$ cat config.mk
export PLATFORM = sky130hd
export DESIGN_NAME = strip_seq
export DESIGN_NICKNAME = d
export VERILOG_FILES = /design/src/rtl/strip_seq_pkg.sv /design/src/rtl/strip_mvl_decode.sv /design/src/rtl/strip_first_len.sv /design/src/rtl/strip_advance.sv /design/src/rtl/strip_seq.sv
export SDC_FILE = /design/constraint.sdc
export NUM_CORES = 1
export LEC_CHECK = 0
export ABC_AREA = 1
export CAP_MARGIN = 0
export CORE_ASPECT_RATIO = 0.7
export CORE_MARGIN = 4
export CORE_UTILIZATION = 56
export DETAILED_ROUTE_END_ITERATION = 10
export PLACE_DENSITY = 0.9
export SETUP_SLACK_MARGIN = 0.5
export SKIP_LAST_GASP = 1
export SLEW_MARGIN = 20
export SYNTH_ARGS = -nofsm -noshare
export SYNTH_HDL_FRONTEND = slang
export SYNTH_SLANG_ARGS = --single-unit
$ cat constraint.sdc
create_clock -name clk -period 2.8 [get_ports clk]
set_input_delay 0.28 -clock clk [delete_from_list [all_inputs] [get_ports clk]]
set_output_delay 0.28 -clock clk [all_outputs]
set_load 0.1 [all_outputs]
$ cat src/rtl/strip_seq_pkg.sv
package strip_seq_pkg;
  // Element-width codes; MVL = base << code
  localparam logic [1:0] EW_64 = 2'd0;
  localparam logic [1:0] EW_32 = 2'd1;
  localparam logic [1:0] EW_16 = 2'd2;
  localparam logic [1:0] EW_8  = 2'd3;

  typedef enum logic {SEQ_IDLE = 1'b0, SEQ_ISSUE = 1'b1} seq_state_e;
endpackage

$ cat src/rtl/strip_mvl_decode.sv
module strip_mvl_decode #(
  parameter int LOG_BASE_MVL = 6,
  parameter int CODE_W       = 2,
  parameter int LEN_W        = LOG_BASE_MVL + (1 << CODE_W)
) (
  input  logic [CODE_W-1:0] code,
  output logic [LEN_W-1:0]  mvl
);
  localparam logic [LEN_W-1:0] ONE = LEN_W'(1);

  // Power-of-two MVL: halving element width doubles the element count
  always_comb begin
    mvl = ONE << (LOG_BASE_MVL + int'(code));
  end
endmodule

$ cat src/rtl/strip_first_len.sv
module strip_first_len #(
  parameter int N_W   = 16,
  parameter int LEN_W = 10
) (
  input  logic [N_W-1:0]   n,
  input  logic [LEN_W-1:0] mvl,
  output logic [LEN_W-1:0] first_len,
  output logic             first_last
);
  logic [LEN_W-1:0] rem;

  // MVL is a power of two, so the remainder is a mask of the low bits
  always_comb begin
    rem        = LEN_W'(n) & (mvl - LEN_W'(1));
    first_len  = (rem == '0) ? mvl : rem;
    first_last = (N_W'(first_len) == n);
  end
endmodule

$ cat src/rtl/strip_advance.sv
module strip_advance #(
  parameter int N_W   = 16,
  parameter int LEN_W = 10
) (
  input  logic [N_W-1:0]   base,
  input  logic [LEN_W-1:0] len,
  input  logic [LEN_W-1:0] mvl,
  input  logic [N_W-1:0]   n,
  output logic [N_W-1:0]   next_base,
  output logic             next_last
);
  logic [N_W:0] look_end;

  // Lookahead: the strip after this one always has length MVL
  always_comb begin
    next_base = base + N_W'(len);
    look_end  = {1'b0, base} + (N_W+1)'(len) + (N_W+1)'(mvl);
    next_last = (look_end == {1'b0, n});
  end
endmodule

$ cat src/rtl/strip_seq.sv
module strip_seq #(
  parameter int N_W          = 16,
  parameter int LOG_BASE_MVL = 6,
  parameter int CODE_W       = 2,
  parameter int LEN_W        = LOG_BASE_MVL + (1 << CODE_W)
) (
  input  logic              clk,
  input  logic              rst,
  input  logic              start,
  input  logic [N_W-1:0]    n,
  input  logic [CODE_W-1:0] width_code,
  output logic              strip_valid,
  input  logic              strip_ready,
  output logic [LEN_W-1:0]  strip_len,
  output logic [N_W-1:0]    strip_base,
  output logic              strip_last,
  output logic              done
);
  import strip_seq_pkg::*;

  seq_state_e       state_q;
  logic [N_W-1:0]   n_q;
  logic [LEN_W-1:0] mvl_q;
  logic [LEN_W-1:0] len_q;
  logic [N_W-1:0]   base_q;
  logic             last_q;
  logic             done_q;

  logic [LEN_W-1:0] mvl_new;
  logic [LEN_W-1:0] first_len;
  logic             first_last;
  logic [N_W-1:0]   next_base;
  logic             next_last;

  strip_mvl_decode #(
    .LOG_BASE_MVL(LOG_BASE_MVL), .CODE_W(CODE_W), .LEN_W(LEN_W)
  ) u_mvl (
    .code(width_code),
    .mvl (mvl_new)
  );

  strip_first_len #(.N_W(N_W), .LEN_W(LEN_W)) u_first (
    .n         (n),
    .mvl       (mvl_new),
    .first_len (first_len),
    .first_last(first_last)
  );

  strip_advance #(.N_W(N_W), .LEN_W(LEN_W)) u_adv (
    .base     (base_q),
    .len      (len_q),
    .mvl      (mvl_q),
    .n        (n_q),
    .next_base(next_base),
    .next_last(next_last)
  );

  always_ff @(posedge clk) begin
    if (rst) begin
      state_q <= SEQ_IDLE;
      n_q     <= '0;
      mvl_q   <= '0;
      len_q   <= '0;
      base_q  <= '0;
      last_q  <= 1'b0;
      done_q  <= 1'b0;
    end else begin
      done_q <= 1'b0;
      case (state_q)
        SEQ_IDLE: begin
          if (start) begin
            if (n == '0) begin
              done_q <= 1'b1;
            end else begin
              state_q <= SEQ_ISSUE;
              n_q     <= n;
              mvl_q   <= mvl_new;
              len_q   <= first_len;
              base_q  <= '0;
              last_q  <= first_last;
            end
          end
        end
        default: begin
          // start is not sampled here: a running sequence owns the block
          if (strip_ready) begin
            if (last_q) begin
              state_q <= SEQ_IDLE;
              done_q  <= 1'b1;
            end else begin
              base_q <= next_base;
              len_q  <= mvl_q;
              last_q <= next_last;
            end
          end
        end
      endcase
    end
  end

  assign strip_valid = (state_q == SEQ_ISSUE);
  assign strip_len   = len_q;
  assign strip_base  = base_q;
  assign strip_last  = last_q;
  assign done        = done_q;
endmodule

; Word-level counts from Yosys, hierarchy flattened
; Cells that the tools add are included.
[op_classes]
addsub = 5
div = 0
n_bitwise = 3
n_mux = 26
eq_ne = 5
mul = 0
order_cmp = 0
shift = 1
n_reduce_logical = 6
[ops]
columns = cell, count
row1 = 2-to-1 mux 16 bit, 5
row2 = 2-to-1 mux 10 bit, 6
row3 = left shift 1 x 32 -> 10 bit (first input constant), 1
row4 = adder 16 x 10 -> 17 bit, 1
row5 = adder 17 x 10 -> 17 bit, 1
row6 = equality test 17 x 16 -> 1 bit, 1
row7 = adder 16 x 10 -> 16 bit, 1
row8 = equality test 10 x 16 -> 1 bit, 1
row9 = zero test 16 bit, 1
row10 = 2-to-1 mux 1 bit, 15
row11 = bitwise AND 10 bit, 1
row12 = zero test 10 bit, 1
row13 = subtractor 10 x 1 -> 10 bit (second input constant), 1
row14 = inequality test 2 bit (second input constant), 3
row15 = AND reduction 3 bit, 2
row16 = adder 3 x 2 -> 4 bit (first input constant), 1
row17 = AND reduction 4 bit, 1
row18 = NOT 1 bit, 2
row19 = nonzero test 2 bit, 1
[totals]
latchBits = 0
ff_bits = 55
romBits = 0
ram_bits = 0
memories = 0

; Depth between registers and ports, before layout
; Gate-level depths: netlist (run 1).
[logic_depth]
word_depth = 10
ltp_mapped = 15
depth_no_buf = 15

; Cells and area by module
; From an unflattened synthesis (run 1), not the netlist that was laid out.
[hier_totals]
hier_cells = 848
area_unflattened_um2 = 5310.1
[modules_own_cells]
columns = mod, cells_per_inst, seq_area_each_um2, area_per_inst_um2, instances
row1 = strip_seq, 388, 1101.1, 2666.3, 1
row2 = strip_advance, 303, 0.0, 1803.0, 1
row3 = strip_first_len, 143, 0.0, 765.7, 1
row4 = strip_mvl_decode, 14, 0.0, 75.1, 1

; Least setup slack after synthesis (run 1)
; No wires, ideal clock.
[synth_timing]
kind = register -> register
start = register base_q[1] (netlist: strip_base[1])
end = register last_q (netlist: strip_last)
path_stages_with_launch = 13
n_path_buf = 0
synth_period_minus_slack_ps = 3267
arrival_ps = 3198
path_slack_ps = -467
required_ps = 2730
path_cell_list = dfxtp_1 > fa_1 > ha_1 > fa_1 > nand3_1 > nand3_1 > nand2_1 > nand2_1 > o21ai_0 > nor2_1 > xor2_1 > nand4_1 > a21oi_1
[synth_via]
elab_chain_len = 6
[synth_lines]
columns = element, line
row1 = from (decl), strip_seq.sv:25  ; logic [N_W-1:0] base_q;
row2 = from (signal assigned), strip_seq.sv:91  ; base_q <= next_base;
row3 = adder 16 x 10 -> 17 bit, strip_advance.sv:17  ; look_end = {1'b0, base} + (N_W+1)'(len) + (N_W+1)'(mvl);
row4 = adder 17 x 10 -> 17 bit, strip_advance.sv:17
row5 = equality test 17 x 16 -> 1 bit, strip_advance.sv:18  ; next_last = (look_end == {1'b0, n});
row6 = 2-to-1 mux 1 bit, strip_seq.sv:87  ; if (last_q) begin
row7 = 2-to-1 mux 1 bit, strip_seq.sv:86  ; if (strip_ready) begin
row8 = 2-to-1 mux 1 bit, strip_seq.sv:69  ; case (state_q)
row9 = to (signal assigned), strip_seq.sv:80  ; last_q <= first_last;
row10 = to (signal assigned), strip_seq.sv:93  ; last_q <= next_last;
row11 = to (decl), strip_seq.sv:26  ; logic last_q;
; No other way between the ends. The select of a mux whose other input is x is not followed.
; A chain may end at the register's enable or synchronous reset.

; Final worst setup path (run 1)
[layout_timing]
start = register len_q[1] (netlist: strip_len[1])
end = register last_q (netlist: strip_last)
[layout_via]
elab_chain_len = 6
[layout_lines]
columns = element, line
row1 = from (decl), strip_seq.sv:24  ; logic [LEN_W-1:0] len_q;
row2 = from (signal assigned), strip_seq.sv:78  ; len_q <= first_len;
row3 = from (signal assigned), strip_seq.sv:92  ; len_q <= mvl_q;
row4 = adder 16 x 10 -> 17 bit, strip_advance.sv:17
row5 = adder 17 x 10 -> 17 bit, strip_advance.sv:17
row6 = equality test 17 x 16 -> 1 bit, strip_advance.sv:18
row7 = 2-to-1 mux 1 bit, strip_seq.sv:87
row8 = 2-to-1 mux 1 bit, strip_seq.sv:86
row9 = 2-to-1 mux 1 bit, strip_seq.sv:69
; No other way between the ends. The select of a mux whose other input is x is not followed.

==> results of run 1 <==
-- final cells by class --
class / instances / area share (%)
inverter: 72 / 6.19
tap: 91 / 2.58
sequential: 54 / 25.3
clock buffer: 7 / 1.73
multi-input combinational: 410 / 53.1
timing repair buffer: 58 / 11.1
-- routing by layer --
| metal | wire length [um] | part of all wire, % |
|---|---|---|
| met1 | 4950 | 47 |
| met2 | 4490 | 43 |
| met3 | 980 | 9.3 |
| met4 | 125 | 1.2 |
| met5 | 0 | 0 |
-- layout by cell type (no fill, tap or decap), types with 2 or more instances in the layout --
| master | count |
|---|---|
| clkbuf_1 | 2 |
| nor3_2 | 3 |
| dfxtp_2 | 16 |
| clkbuf_8 | 5 |
| a21boi_0 | 3 |
| nand3_1 | 41 |
| or2_1 | 2 |
| dfxtp_4 | 4 |
| a31oi_1 | 12 |
| o21ai_1 | 11 |
| xnor2_1 | 6 |
| o21ai_0 | 25 |
| a21boi_1 | 2 |
| nor3_1 | 5 |
| ha_1 | 18 |
| fa_1 | 10 |
| dfxtp_1 | 34 |
| fa_2 | 2 |
| nand2_1 | 146 |
| nor2_1 | 42 |
| or2_2 | 5 |
| a21oi_1 | 45 |
| a21oi_2 | 2 |
| nand4_1 | 6 |
| nand3b_1 | 4 |
| clkdlybuf4s50_1 | 21 |
| nand3_4 | 2 |
| buf_4 | 37 |
| xor2_1 | 6 |
| inv_1 | 70 |
| ha_2 | 2 |
-- metrics by stage --
step           utilization [%]  cell area (um^2)  setup WS [ns]  cells  power [mW]
2_1_floorplan                -              3770          0.242    550        1.29
3_3_place_gp              67.8              4300          0.306    685        1.43
3_5_place_dp              67.8              4300          0.203    685        1.44
4_1_cts                   69.3              4390          0.251    692        1.86
5_1_grt                   69.6              4410        -0.0125    692        1.96
6_report                  69.6              4410          0.225    692        1.87
-- synth_stat cells (all sizes together) --
cell type	count
a21boi	5
a21o	1
a21oi	47
a31oi	12
buf	6
clkbuf	8
dfxtp	54
fa	12
ha	20
inv	72
nand2	147
nand3	44
nand3b	4
nand4	6
nor2	44
nor3	8
nor3b	1
o211ai	1
o21a	1
o21ai	36
o21bai	1
o221ai	1
or2	7
xnor2	6
xor2	6
-- power breakdown --
group | switching (mW) | internal [mW] | leakage (nW)
Clock | 0.252 | 0.173 | 0.0383
Sequential | 0.0469 | 0.810 | 0.451
Combinational | 0.402 | 0.186 | 1.58
-- path summary, 6_finish.rpt --
path	slack [ns]	to
max	0.23	strip_last$_SDFFE_PP0P_
min	0.47	n_q[1]$_SDFFE_PP0P_
max reg2reg	0.23	strip_last$_SDFFE_PP0P_
min reg2reg	0.47	n_q[1]$_SDFFE_PP0P_
-- registers in the layout, indices dropped and copies added, names as in the netlist --
signal       cells
n_q             16
done             1
strip_valid      1
strip_len       10
strip_base      16
mvl_q            9
strip_last       1
-- cell families (layout without fill, tap and decap cells) --
kind of cell               after synthesis  count (layout)  share of synthesized area, %
xor gates and xnor gates                12              12                          2.82
buffers and inverters                   86             137                          9.35
AOI/OAI and AO/OA                      105             105                          15.2
adders and majority gates               32              32                          13.2
DFF                                     54              54                          29.1
and+or+nand+nor                        261             261                          30.4
-- repair_timing --
action                     CTS  global route
resized for setup            4             7
setup endpoints to repair    1             5
setup buffers                0             0
pin swaps                    0             1
-- worst max-delay path: cells and delay by family (launching register included) --
family                   cells  cell delay, ns
adder cells (fa/ha/maj)      3            1.06
XOR/XNOR                     1            0.18
flip-flops                   1            0.37
AO/OA/AOI/OAI                2            0.30
AND/OR/NAND/NOR              6            0.60
==> metrics.txt, run 1 <==
Routed Antenna Nets 0; Clock Skews 0.00549 ns; gr usage total 25.9%; syn_area_per_cell 6.77 um^2; layout cells sized above 1 14.0%; top cells by area, synth dfxtp_1 29%, nand2_1 15%, inv_1 7.1%; Area growth syn-to-layout 18.5%; CP Class flip-flop to flip-flop; CP Max Fanout 5; row count 24; met1 global-route usage 39.1%; met3 Use GR 4.40%; Final Net Count 655; ant diodes 0; worst slew pin tran 0.423 ns; CP Data Required Time 3.05 ns; register bit total from synthesis 54; CTS root buffer clkbuf_8; leading area contributor after synthesis dfxtp_1; PD cells 424 nW/um^2; First-pass DRT Iterations 5; fin crit period 2.57 ns; # H-tree levels 2; CP Cell Sequence fa_1 > ha_2 > fa_2 > nand3_4 > nand3_4 > nand2_2 > nand2_1 > o21ai_1 > nor2_1 > xor2_1 > nand4_1 > a21oi_2; HPWL after detailed placement 8140 um; Post-Syn Area 3720 um^2; max-cap violations 0; DRC 0; Most Used Layer, Global Route met1; leakage power 2.07 nW; RSZ-0062 raised after global routing true; Num CTS Buffers 5; area of the multi-input gates 2340 um^2; GRT overflow 0; slowest CP cell fa_1; Worst setup SP type flip-flop; CTS tree done; clock-pin slew on the worst setup and hold paths 0.09 ns; largest net degree at the start of global routing 26; Vias 3876; num ports 51; Highest Clock Rate 0.388 GHz; Worst IR Drop VDD 0.238 mV; clock latency on the worst-skew pair 0.31 ns; arrival time at the worst endpoint 2.82 ns; max-slew violation count 0; number of global-route vias before repair 3527; synth warn 0; final hold slack 0.470 ns; Iter 0 DRT Violations 448; CP startpoint strip_len[1]$_SDFFE_PP0P_; setup TNS 0 ns; clk sinks 54; Final Cycle Share 92.0%; die footprint 8030 um^2; Final Hold Fails 0; max incr delay on CP 0.48 ns; Syn Inst Count 550; post-synthesis sequential area ratio 29.1%; final RePlAce weighted congestion 1.02; syn nets 604; vias per cell 5.60; core area 6340 um^2; Worst R2R Path Depth 12; initial core utilization 58.7%; clock buffer depth 2; I/O Buffers 50; per-cell routed wire length 15.2 um; WHS Path Cells 2; first-pass GRT wire length 16900 um; Die Ht 76.2 um; initial antenna violation count 0; Reg2Reg Launch Point strip_len[1]$_SDFFE_PP0P_; crit end category flip-flop; post-synth top area share 29.1%; # setup viols final 0; status complete, no violations; Hold Path Class flip-flop to flip-flop; FF/Latch Area 1120 um^2; post-synthesis cell type count 34; Fillers 519; Die X 105 um; Post-CTS Hold Buffers 0; DRT Wirelength 10500 um; max_slew headroom 71.5%; Hold Startpoint n_q[1]$_SDFFE_PP0P_; met2 Usage GRT 37.7%; Crit path top cell by count nand3_4
Power figures use the tool's default switching activity.
==> run 2: changes to the inputs <==
CELL_PAD_IN_SITES_DETAIL_PLACEMENT = 2   (was not set)
CELL_PAD_IN_SITES_GLOBAL_PLACEMENT = 2   (was not set)
CORE_UTILIZATION = 31   (was 56)
==> metrics.txt, run 2 (synthesized netlist as in run 1, its figures left out) <==
final worst slack 0.180 ns (-0.0454 ns); HPWL after detailed placement 12000 um (+47%); worst path bufs/invs 0 (unchanged); Clock Skews 0.00815 ns (+0.00266 ns); I/O Buffers 50 (unchanged); Crit path top cell by count nand2_1; status complete, no violations; Num CTS Buffers 5 (unchanged); row count 33 (+38%); arrival time at the worst endpoint 2.85 ns (+0.03 ns); Post-CTS Hold Buffers 0 (unchanged); First-pass DRT Iterations 4 (-1); CP Cell Sequence fa_1 > ha_1 > a21oi_1 > nand2_1 > o21bai_1 > nand2_1 > nand2_1 > nand3_1 > nor2_1 > nand4_1 > a21oi_1; ant diodes 0 (unchanged); CP Class flip-flop to flip-flop; setup TNS 0 ns (unchanged); vias per cell 5.19 (-7.3%); worst slew pin tran 0.492 ns (+0.0689 ns); initial core utilization 31.7% (-27 points); RSZ-0062 raised after global routing true; DRT Wirelength 15100 um (+43%); Iter 0 DRT Violations 186 (-58%); leakage power 2.12 nW (+2.5%); CTS root buffer clkbuf_16; Vias 3972 (+2.5%); Final Cycle Share 93.6% (+1.6 points); critical path's top delay family adder cells; CTS tree done; num ports 51 (unchanged); clk sinks 54 (unchanged); # H-tree levels 2 (unchanged); Routed Antenna Nets 0 (unchanged); slowest CP cell fa_1; largest net degree at the start of global routing 25 (-3.8%); Die Ht 99.7 um (+31%); CP Data Required Time 3.03 ns (-0.02 ns); fin crit period 2.62 ns (+0.0454 ns); first-pass GRT wire length 24400 um (+44%); initial antenna violation count 0 (unchanged); layout cells sized above 1 16.3% (+2.3 points); max_slew headroom 66.8% (-4.6 points); dpl cells 755 (+10%); PnR Total Power 2.15 mW (+15%); final RePlAce weighted congestion 0.897 (-12%); max incr delay on CP 0.47 ns (about the same); Worst setup SP type flip-flop; crit end category flip-flop; final hold slack 0.469 ns (-0.000871 ns); Die X 139 um (+32%); PD cells 463 nW/um^2 (+9.3%); clock buffer depth 2 (unchanged); clock latency on the worst-skew pair 0.30 ns (about the same); per-cell routed wire length 19.8 um (+30%); max-cap violations 0 (unchanged); CP Max Fanout 4 (-1); Area growth syn-to-layout 24.6%; Hold Path Class flip-flop to flip-flop; Post-Layout Cell Count 765 (+11%); DRC 0 (unchanged); number of global-route vias before repair 4422 (+25%); die footprint 13800 um^2 (+72%); clock-pin slew on the worst setup and hold paths 0.08 ns (about the same); commonest cells after routing, fill and taps aside 145 x nand2_1, 70 x inv_1, 47 x a21oi_1, 43 x buf_4, 42 x nor2_1; Highest Clock Rate 0.382 GHz (-1.7%); gr usage total 22.3% (-3.7 points); Worst IR Drop VDD 0.237 mV (-0.27%); max-slew violation count 0 (unchanged); dpl ws 0.118 ns (-0.0852 ns); Final Net Count 661 (+0.92%); core area 11700 um^2 (+85%); leading cell type in the layout, fill and taps excluded nand2_1; # setup viols final 0 (unchanged); GRT overflow 0 (unchanged); Final Hold Fails 0 (unchanged)
run 2: path summary, 6_finish.rpt:
check,slack (ns),cells after the start,from,end
setup / recovery,0.18,11,mvl_q[8]$_SDFFE_PP0P_,strip_last$_SDFFE_PP0P_
hold / removal,0.47,2,mvl_q[5]$_SDFFE_PP0P_,mvl_q[5]$_SDFFE_PP0P_
hold reg to reg,0.47,2,mvl_q[5]$_SDFFE_PP0P_,mvl_q[5]$_SDFFE_PP0P_
setup reg to reg,0.18,11,mvl_q[8]$_SDFFE_PP0P_,strip_last$_SDFFE_PP0P_
run 2: through the flow:
stage	util (%)	instance area, um^2
floorplan	-	3770
global placement	37.6	4410
detailed placement	37.6	4410
CTS	39.1	4580
global route	39.6	4640
finish	39.6	4640
run 2: timing repair:
action	in CTS	in global routing
pin swaps	0	1
gates resized for setup	6	12
buffers inserted	0	2
endpoints found under the setup margin	3	6
run 2: cell type report:
cell class	count	area, um^2
Fill cell	1402	7090
Tap cell	157	196
Clock inverter	2	7.51
Sequential cell	54	1120
Clock buffer	6	139
Multi-Input combinational cell	410	2370
Timing Repair Buffer	64	533
Inverter	72	270
run 2: worst min-delay path, cell delays in order (launching register included):
cell and delay, ns:
dfxtp_1 0.34, inv_1 0.06, nor2_1 0.04
run 2: layer usage:
layer	up-vias	part of all wire, %	global-route usage, %
li1	1909	-	-
met1	1965	47	31.0
met2	87	46	37.4
met3	11	5.8	2.93
met4	0	1.0	4.36
met5	-	0	0
run 2: report_power, final:
| part | leakage [nW] | total [mW] | internal (mW) | switching, mW |
|---|---|---|---|---|
| Combinational | 1.60 | 0.639 | 0.197 | 0.442 |
| Sequential | 0.452 | 0.860 | 0.809 | 0.0512 |
| Clock | 0.0719 | 0.650 | 0.351 | 0.299 |
| Total | 2.12 | 2.15 | 1.36 | 0.792 |
